**src/rtl/sfb_pkg.sv**
```systemverilog
package sfb_pkg;
    localparam int XLEN = 32;

    localparam logic [6:0] OPC_BRANCH = 7'b1100011;
    localparam logic [6:0] OPC_OP     = 7'b0110011;
    localparam logic [6:0] OPC_OPIMM  = 7'b0010011;
    localparam logic [6:0] OPC_LUI    = 7'b0110111;
    localparam logic [6:0] OPC_AUIPC  = 7'b0010111;

    typedef struct packed {
        logic            valid;
        logic            paired;
        logic            rd_nz;
        logic [XLEN-1:0] target;
    } trk_entry_t;

    // Instruction is full width when its two low bits are both set.
    function automatic logic is_wide(input logic [1:0] low);
        return low == 2'b11;
    endfunction

    function automatic logic is_cond_branch(input logic [31:0] i);
        return (i[6:0] == OPC_BRANCH) && (i[14:13] != 2'b01);
    endfunction

    function automatic logic [XLEN-1:0] br_offset(input logic [31:0] i);
        return {{(XLEN-13){i[31]}}, i[31], i[7], i[30:25], i[11:8], 1'b0};
    endfunction

    function automatic logic wide_alu(input logic [6:0] opc);
        return (opc == OPC_OP) || (opc == OPC_OPIMM) ||
               (opc == OPC_LUI) || (opc == OPC_AUIPC);
    endfunction

    function automatic logic narrow_alu(input logic [15:0] h);
        logic li_form;
        logic mv_form;
        li_form = (h[1:0] == 2'b01) && (h[15:13] == 3'b010);
        mv_form = (h[1:0] == 2'b10) && (h[15:12] == 4'b1000) && (h[6:2] != 5'd0);
        return li_form || mv_form;
    endfunction
endpackage

```
**src/rtl/sfb_slot_decode.sv**
```systemverilog
module sfb_slot_decode
    import sfb_pkg::*;
(
    input  logic            s0_valid,
    input  logic [31:0]     s0_instr,
    input  logic [XLEN-1:0] s0_pc,
    input  logic            s1_valid,
    input  logic [31:0]     s1_instr,
    input  logic            cfg_disable,
    output logic            issue_br,
    output logic            pair_ok,
    output trk_entry_t      entry
);
    logic            s1_wide;
    logic            s1_alu;
    logic [XLEN-1:0] off;
    logic [XLEN-1:0] want_off;

    always_comb begin
        s1_wide  = is_wide(s1_instr[1:0]);
        s1_alu   = s1_wide ? wide_alu(s1_instr[6:0]) : narrow_alu(s1_instr[15:0]);
        off      = br_offset(s0_instr);
        want_off = s1_wide ? XLEN'(8) : XLEN'(6);
        issue_br = s0_valid && is_cond_branch(s0_instr);
        pair_ok  = issue_br && s1_valid && s1_alu && (off == want_off) && !cfg_disable;
        entry.valid  = issue_br;
        entry.paired = pair_ok;
        entry.rd_nz  = s1_instr[11:7] != 5'd0;
        entry.target = s0_pc + off;
    end
endmodule

```
**src/rtl/sfb_pair_pipe.sv**
```systemverilog
module sfb_pair_pipe
    import sfb_pkg::*;
#(
    parameter int DEPTH = 3
) (
    input  logic       clk,
    input  logic       rst,
    input  logic       flush,
    input  logic       cfg_disable,
    input  trk_entry_t in_entry,
    output trk_entry_t tail
);
    localparam int LAST = DEPTH - 1;

    trk_entry_t stg [DEPTH];

    always_ff @(posedge clk) begin
        if (rst || flush) stg[0] <= '0;
        else              stg[0] <= in_entry;
    end

    for (genvar g = 1; g < DEPTH; g++) begin : g_stage
        always_ff @(posedge clk) begin
            if (rst || flush) stg[g] <= '0;
            else              stg[g] <= stg[g-1];
        end
    end

    assign tail = stg[LAST];

    a_r10_flush_empties: assert property (@(posedge clk) disable iff (rst)
        flush |=> !tail.valid);
    a_r4_disabled_unpaired: assert property (@(posedge clk) disable iff (rst)
        (in_entry.valid && cfg_disable) |=> !stg[0].paired);
    a_r5_pair_has_branch: assert property (@(posedge clk) disable iff (rst)
        tail.paired |-> tail.valid);
endmodule

```
**src/rtl/sfb_final_gate.sv**
```systemverilog
module sfb_final_gate
    import sfb_pkg::*;
(
    input  logic            clk,
    input  logic            rst,
    input  trk_entry_t      fin,
    input  logic            fin_taken,
    input  logic            flush,
    output logic            sh_wb_en,
    output logic            redirect_valid,
    output logic [XLEN-1:0] redirect_target
);
    logic live;

    always_comb begin
        live            = fin.valid && !flush;
        sh_wb_en        = live && fin.paired && !fin_taken && fin.rd_nz;
        redirect_valid  = live && !fin.paired && fin_taken;
        redirect_target = fin.target;
    end

    a_r6_pair_never_redirects: assert property (@(posedge clk) disable iff (rst)
        (fin.valid && fin.paired) |-> !redirect_valid);
    a_r9_redirect_needs_taken: assert property (@(posedge clk) disable iff (rst)
        redirect_valid |-> (fin_taken && fin.valid && !fin.paired));
    a_r10_flush_silences: assert property (@(posedge clk) disable iff (rst)
        flush |-> !(sh_wb_en || redirect_valid));
    a_r8_x0_no_write: assert property (@(posedge clk) disable iff (rst)
        sh_wb_en |-> fin.rd_nz);
endmodule

```
**src/rtl/sfb_pair_ctrl.sv**
```systemverilog
module sfb_pair_ctrl
    import sfb_pkg::*;
#(
    parameter int DEPTH = 3
) (
    input  logic            clk,
    input  logic            rst,
    input  logic            cfg_disable,
    input  logic            s0_valid,
    input  logic [31:0]     s0_instr,
    input  logic [XLEN-1:0] s0_pc,
    input  logic            s1_valid,
    input  logic [31:0]     s1_instr,
    input  logic            flush,
    input  logic            fin_taken,
    output logic            pair_eligible,
    output logic            fin_valid,
    output logic            fin_paired,
    output logic            sh_wb_en,
    output logic            redirect_valid,
    output logic [XLEN-1:0] redirect_target
);
    trk_entry_t new_entry;
    trk_entry_t fin_entry;
    logic       issue_br;

    sfb_slot_decode u_dec (
        .s0_valid    (s0_valid),
        .s0_instr    (s0_instr),
        .s0_pc       (s0_pc),
        .s1_valid    (s1_valid),
        .s1_instr    (s1_instr),
        .cfg_disable (cfg_disable),
        .issue_br    (issue_br),
        .pair_ok     (pair_eligible),
        .entry       (new_entry)
    );

    sfb_pair_pipe #(.DEPTH(DEPTH)) u_pipe (
        .clk         (clk),
        .rst         (rst),
        .flush       (flush),
        .cfg_disable (cfg_disable),
        .in_entry    (new_entry),
        .tail        (fin_entry)
    );

    sfb_final_gate u_gate (
        .clk             (clk),
        .rst             (rst),
        .fin             (fin_entry),
        .fin_taken       (fin_taken),
        .flush           (flush),
        .sh_wb_en        (sh_wb_en),
        .redirect_valid  (redirect_valid),
        .redirect_target (redirect_target)
    );

    assign fin_valid  = fin_entry.valid;
    assign fin_paired = fin_entry.paired;

    a_r1_pair_needs_branch: assert property (@(posedge clk) disable iff (rst)
        pair_eligible |-> (issue_br && s1_valid && !cfg_disable));
endmodule

```
**config.mk**
```make
export PLATFORM = sky130hd
export DESIGN_NAME = sfb_pair_ctrl
export DESIGN_NICKNAME = d
export VERILOG_FILES = /design/src/rtl/sfb_pkg.sv /design/src/rtl/sfb_slot_decode.sv /design/src/rtl/sfb_pair_pipe.sv /design/src/rtl/sfb_final_gate.sv /design/src/rtl/sfb_pair_ctrl.sv
export SDC_FILE = /design/constraint.sdc
export NUM_CORES = 1
export LEC_CHECK = 0
export BUFFER_PORTS_ARGS = -buffer_cell sky130_fd_sc_hd__buf_2
export CAP_MARGIN = 20
export CORE_AREA = 3 3 98 100
export CTS_CLUSTER_DIAMETER = 120
export DETAILED_ROUTE_END_ITERATION = 10
export DIE_AREA = 0 0 101 103
export PLACE_DENSITY_LB_ADDON = 0.08
export SETUP_SLACK_MARGIN = 0.4
export SLEW_MARGIN = 20
export SYNTH_ARGS = -nofsm -noshare
export SYNTH_HDL_FRONTEND = slang
export SYNTH_SLANG_ARGS = --single-unit
```
**constraint.sdc**
```tcl
create_clock -name clk -period 5.4 [get_ports clk]
set_input_delay 1.08 -clock clk [delete_from_list [all_inputs] [get_ports clk]]
set_output_delay 1.08 -clock clk [all_outputs]
set_load 0.02 [all_outputs]
```
==> flow_summary.ini, run 1 <==
[cts]
cts_resized = 0
ctsHtreeMaxLevel = 3
cts_setup_buffers = 0
hold_buffers = 0
clk_pin_slew_ns = 0.09
cts_buffers = 9
cts_sinks = 105
clockBufferDepth = 2
cts_root_buf = clkbuf_8
clock_latency_ns = 0.35
cts_tree = yes

[synthesis]
synth_fp_nets = 663
async_flop_share_pct = 0
syn_inst = 529
yosysSeqAreaShare_pct = 42.9
muxShareOfSynthArea_pct = 0.204
synth_common_cells = dfxtp_1 (105), and2_1 (74), nor2_1 (41), a21oi_1 (38), buf_4 (32)
synthTopCellsByArea = dfxtp_1 (43%), and2_1 (9.4%), ha_1 (7.7%)
synth_top_family_by_area = simple AND/OR/NAND/NOR gates
synth_area_per_cell_um2 = 9.27
synth_cell_type_count = 59
synth_compound_area_share_pct = 15.5
synth_top_area_share_pct = 42.9
synth.most_common_cell = dfxtp_1
synth-adder-area-share_pct = 8.06
synth-edff-count = 0
ys.flop_type = dfxtp_1
synthesis.area_um2 = 4900
ys_seq_elements = 105
synth_xor_area_share_pct = 3.57
yosys.area.top_type = dfxtp_1
ys_warn_count = 0
synth-simple-area-share_pct = 22.6

[worst_setup_path]
reg2reg_to = u_pipe.stg[1][31]
r2r-start = u_pipe.stg[0][31]
startpoint_type = input port
reg2reg_depth = 1
endpoint_kind = primary output
worstPathMaxFanout = 2
crit_arrival_ns = 2.36
critPathRequiredTime_ns = 4.32
regToRegSetupSlack_ns = 4.85
critPathKind = in -> out

[global_route]
grt_pass1_vias = 3250
grt_pass1_wl_um = 15200
grt_max_degree = 78
grtUsageTotal_pct = 18.3
antenna_found_initial = 0
grt-ovfl-total = 0

[sta]
tns_ns = 0
finalHoldViolations = 0
period_share_pct = 63.8
tightest_slew_ns = 0.673
setup_viol = 0
maxClockFrequency_mhz = 290
finClkSkew_ns = 0.0146
period_minus_slack_ns = 3.44
fin_ws_ns = 1.96
rsz0062_at_grt = no
maxSlewViolCount = 0
maxSlewHeadroom_pct = 54.7

[floorplan]
dieArea_um2 = 10400
die_h_um = 103
initial_core_util_pct = 56.0
core_area_um2 = 8760
pin_count = 140
num_rows = 34
fp.dieW_um = 101

[outcome]
outcome = complete, no violations

[worst_hold_path]
hp-start = u_pipe.stg[0][12]
min_path_cells = 1
hp-class = reg -> reg
holdPathEnd = u_pipe.stg[1][12]

[placed_design]
dp_hpwl_um = 7350
routabilityCongestion = 0.873
place_ws_ns = 1.75
portBuffers = 112

[pwr]
cell_internal_pwr_mw = 1.14
power_frac_comb_pct = 18.5
power_leakage_nw = 2.53
power.switching_mw = 0.421
peakVddDrop_mv = 0.116
swShare_pct = 26.9
clockPowerShare_pct = 29.9
power.density_nw_per_um2 = 283
p_seq_share_pct = 51.6

[drt]
ant_nets = 0
drc = 0
post_drt_wl_per_cell_um = 12.9
routed-via-count = 3644
drtIter0Drc = 133
firstDrtPassIters = 4
vias_per_cell = 5.11
wirelength_um = 9190

[layout]
nFillCells = 779
drive_above_1_share_pct = 23.1
top_register = u_pipe.stg
biggestRegsByFlops = u_pipe.stg x105
multi_input_comb_area_um2 = 2460
area_delta_synth_final_pct = 12.5
largest_reg_flops = 105
finalNetCount = 735
regArea_um2 = 2100
diodes = 0

[job]
cap_violations = 0
==> routing by layer <==
layer  up-vias  global-route usage [%]  part of all wire [%]
li1       1942                       -                     -
met1      1587                    27.6                    53
met2       108                    26.8                    41
met3         7                    3.45                   5.2
met4         0                    4.91                  0.87
met5         -                       0                     0
==> worst max-delay path: stages <==
cell      delay [ns]
buf_2           0.11
nor4_1          0.37
nand4_1         0.14
a311oi_1        0.26
o221a_2         0.24
buf_2           0.16
==> cell families after synthesis <==
logic type / after synthesis
flip-flops: 105
adder cells (fa/ha/maj): 31
AO/OA/AOI/OAI: 108
AND/OR/NAND/NOR: 203
buffers and inverters: 61
XOR/XNOR: 20
multiplexers: 1
==> cell usage in the layout (no fill, tap or decap), types with 4 or more instances in the layout <==
master,n
o21ai_1,4
a21oi_1,38
inv_1,8
o21a_1,4
nand3_1,10
nor2b_1,7
xnor2_1,10
buf_2,112
nor3_1,11
o211ai_1,6
o21ai_0,14
a31oi_1,4
dfxtp_1,105
a21o_1,10
and3_1,6
clkbuf_8,9
nand2_1,26
nand4_1,6
nor4_1,5
nor2_1,40
and2_1,74
xor2_1,10
ha_1,30
==> final cells by class <==
class | count | share of cell area [%]
clock buffer | 9 | 2.24
clock inverter | 6 | 1.36
inverter | 8 | 0.544
multi-input combinational | 363 | 44.5
sequential | 105 | 38.1
tap | 108 | 2.45
timing repair buffer | 114 | 10.8
==> power by group through the flow <==
stage | combinational, mW | clock, mW | sequential (mW)
2_1_floorplan | 0.204 | 0 | 0.823
3_3_place_gp | 0.282 | 0 | 0.824
3_5_place_dp | 0.284 | 0 | 0.825
4_1_cts | 0.285 | 0.478 | 0.807
5_1_grt | 0.325 | 0.513 | 0.809
6_report | 0.289 | 0.468 | 0.806
==> worst max path at each step <==
| stage | startpoint | endpoint | slack (ns) | depth (start not counted) |
|---|---|---|---|---|
| final | s0_instr[26] | pair_eligible | 1.96 | 6 |
| after global placement | s0_instr[8] | u_pipe.stg[0][31] | 1.77 | 10 |
| after detailed placement | s0_instr[8] | u_pipe.stg[0][27] | 1.75 | 10 |
| after CTS | s0_instr[26] | pair_eligible | 1.92 | 6 |
| after global routing | s0_instr[31] | pair_eligible | 1.83 | 6 |
| after floorplan | s0_instr[8] | u_pipe.stg[0][31] | 2.14 | 9 |
==> metrics by stage <==
step | std cells | util (%) | hold WS, ns | total power [mW] | cell area (um^2)
final | 713 | 63.0 | 0.431 | 1.56 | 5520
after global routing | 713 | 63.0 | 0.439 | 1.65 | 5520
after CTS | 712 | 62.6 | 0.431 | 1.57 | 5490
after detailed placement | 697 | 60.4 | 0.411 | 1.11 | 5290
after global placement | 697 | 60.4 | 0.406 | 1.11 | 5290
after floorplan | 529 | - | 0.406 | 1.03 | 4900
Power figures use the tool's default switching activity.
==> run 2: changes to the inputs <==
--- a/config.mk
+++ b/config.mk
@@ -7,10 +7,10 @@
 export LEC_CHECK = 0
 export BUFFER_PORTS_ARGS = -buffer_cell sky130_fd_sc_hd__buf_2
 export CAP_MARGIN = 20
-export CORE_AREA = 3 3 98 100
+export CORE_AREA = 3 3 107 109
 export CTS_CLUSTER_DIAMETER = 120
 export DETAILED_ROUTE_END_ITERATION = 10
-export DIE_AREA = 0 0 101 103
+export DIE_AREA = 0 0 110 112
 export PLACE_DENSITY_LB_ADDON = 0.08
 export SETUP_SLACK_MARGIN = 0.4
 export SLEW_MARGIN = 20
==> constraint.sdc (replaced) <==
create_clock -name clk -period 3 [get_ports clk]
set_input_delay 0.6 -clock clk [delete_from_list [all_inputs] [get_ports clk]]
set_output_delay 0.6 -clock clk [all_outputs]
set_load 0.02 [all_outputs]
==> run 2 against run 1 <==
Combinational power increased by 89%; global-route usage decreased by 2.3 points; clock skew decreased by 0.010 ns; flip-flop and latch count unchanged; sequential power increased by 80%; non-clock buffer count increased by 13; sequential share of layout area decreased by 1.2 points; cell count increased by 6.5%; via count increased by 0.38%; worst hold slack got worse by 0.0030 ns; critical path type is now in -> reg; critical endpoint is now u_pipe.stg[0][31]; largest cell class unchanged.
==> flow_summary.ini, run 2 (synthesized netlist as in run 1, its figures left out) <==
[outcome]
outcome = complete, no violations

[job]
cap_violations = 0

[placed_design]
place_ws_ns = 0.0446
dp_hpwl_um = 7720
routabilityCongestion = 0.860
portBuffers = 112

[sta]
finClkSkew_ns = 0.00462
setup_viol = 0
rsz0062_at_grt = yes
tns_ns = 0
period_minus_slack_ns = 2.49
maxSlewHeadroom_pct = 66.0
maxClockFrequency_mhz = 402
period_share_pct = 82.9
whs_ns = 0.428
fin_ws_ns = 0.514
tightest_slew_ns = 0.506
maxSlewViolCount = 0
finalHoldViolations = 0

[cts]
clockBufferDepth = 2
cts_root_buf = clkbuf_8
clk_pin_slew_ns = 0.09
cts_buffers = 9
clock_latency_ns = 0.34
cts_sinks = 105
cts_tree = yes
ctsHtreeMaxLevel = 3
hold_buffers = 0

[pwr]
totalPowerFinal_mw = 2.78
power_leakage_nw = 2.59
power.density_nw_per_um2 = 488
peakVddDrop_mv = 0.274

[worst_setup_path]
critPathRequiredTime_ns = 3.23
path_cells = buf_8 > ha_4 > fa_2 > a21o_1 > a221o_1 > a31oi_4 > o211ai_4 > a311oi_4 > o21a_2 > o21ai_1
cpMaxStageDelayCell = fa_2
critPathMaxStageDelay_ns = 0.36
cpLargestDelayFamily = compound AO/OA/AOI/OAI gates
critPathBufInv = 1
regToRegSetupSlack_ns = 2.46
startpoint_type = input port
endpoint_kind = flop
worstPathMaxFanout = 5
critPathKind = in -> reg
crit_arrival_ns = 2.71

[global_route]
grt-ovfl-total = 0
grtUsageTotal_pct = 16.0
grt_max_degree = 75
grt_pass1_vias = 3369
grt_pass1_wl_um = 15800
antenna_found_initial = 0

[layout]
final_common_cell = buf_2
top_register = u_pipe.stg
finalNetCount = 748
area_delta_synth_final_pct = 16.2
drive_above_1_share_pct = 26.3
diodes = 0
largest_reg_flops = 105
mostFrequentLayoutCells = buf_2 (109), dfxtp_1 (105), and2_1 (74), nor2_1 (40), a21oi_1 (37)
biggestRegsByFlops = u_pipe.stg x105

[drt]
top_layer_used = met4
wl_met1_um = 4980
vias_per_cell = 4.82
wirelength_um = 9610
met2WireLength_um = 4100
drc = 0
drtIter0Drc = 107
post_drt_wl_per_cell_um = 12.7
dr_wl_met3_um = 447
routed-via-count = 3658
firstDrtPassIters = 4
ant_nets = 0

[floorplan]
dieArea_um2 = 12300
die_h_um = 112
pin_count = 140
initial_core_util_pct = 45.8
num_rows = 38
fp.dieW_um = 110
core_area_um2 = 10700

[worst_hold_path]
hp-class = reg -> reg
-- run 2: cell types whose count changed in the layout (fill, tap and decap cells not counted), moves of 2 or more --
cell      delta
clkbuf_8     +3
inv_6        -2
buf_4       +14
ha_1         -3
nor4_1       -2
ha_2         +2
nor4_2       +2
buf_2        -3
-- run 2: area by class of cell --
cell class                      count  area [um^2]
Fill cell                        1034         5000
Multi-Input combinational cell    363         2510
Sequential cell                   105         2100
Timing Repair Buffer              127          692
Tap cell                          140          175
Clock buffer                       13          169
Inverter                            8         30.0
Clock inverter                      3         23.8
-- run 2: stage by stage --
step	area [um^2]	util (%)	std cells
final	5700	53.3	759
after floorplan	4920	-	529
after global placement	5420	50.7	738
after CTS	5610	52.5	754
after global routing	5700	53.3	759
after detailed placement	5420	50.7	738
-- run 2: final timing paths --
kind	from	end	cells after the start
setup / recovery	s0_instr[8]	u_pipe.stg[0][31]	10
hold / removal	u_pipe.stg[0][27]	u_pipe.stg[1][27]	1
setup reg to reg	u_pipe.stg[0][1]	u_pipe.stg[1][1]	1
hold reg to reg	u_pipe.stg[0][27]	u_pipe.stg[1][27]	1
-- run 2: where the power goes --
group	switching (mW)	total, mW	internal (mW)
Sequential	0.00926	1.45	1.44
Combinational	0.306	0.547	0.241
Clock	0.413	0.784	0.372
Total	0.728	2.78	2.06
-- run 2: metal layers --
| layer | global-route usage [%] | vias up |
|---|---|---|
| met2 | 23.4 | 89 |
| li1 | - | 1964 |
| met5 | 0 | - |
| met1 | 24.1 | 1599 |
| met3 | 2.49 | 6 |
| met4 | 4.74 | 0 |
-- run 2: what timing repair did --
action                                  CTS  global route
gates resized for setup                   0            13
buffers inserted                          0             5
endpoints found under the setup margin    0             8
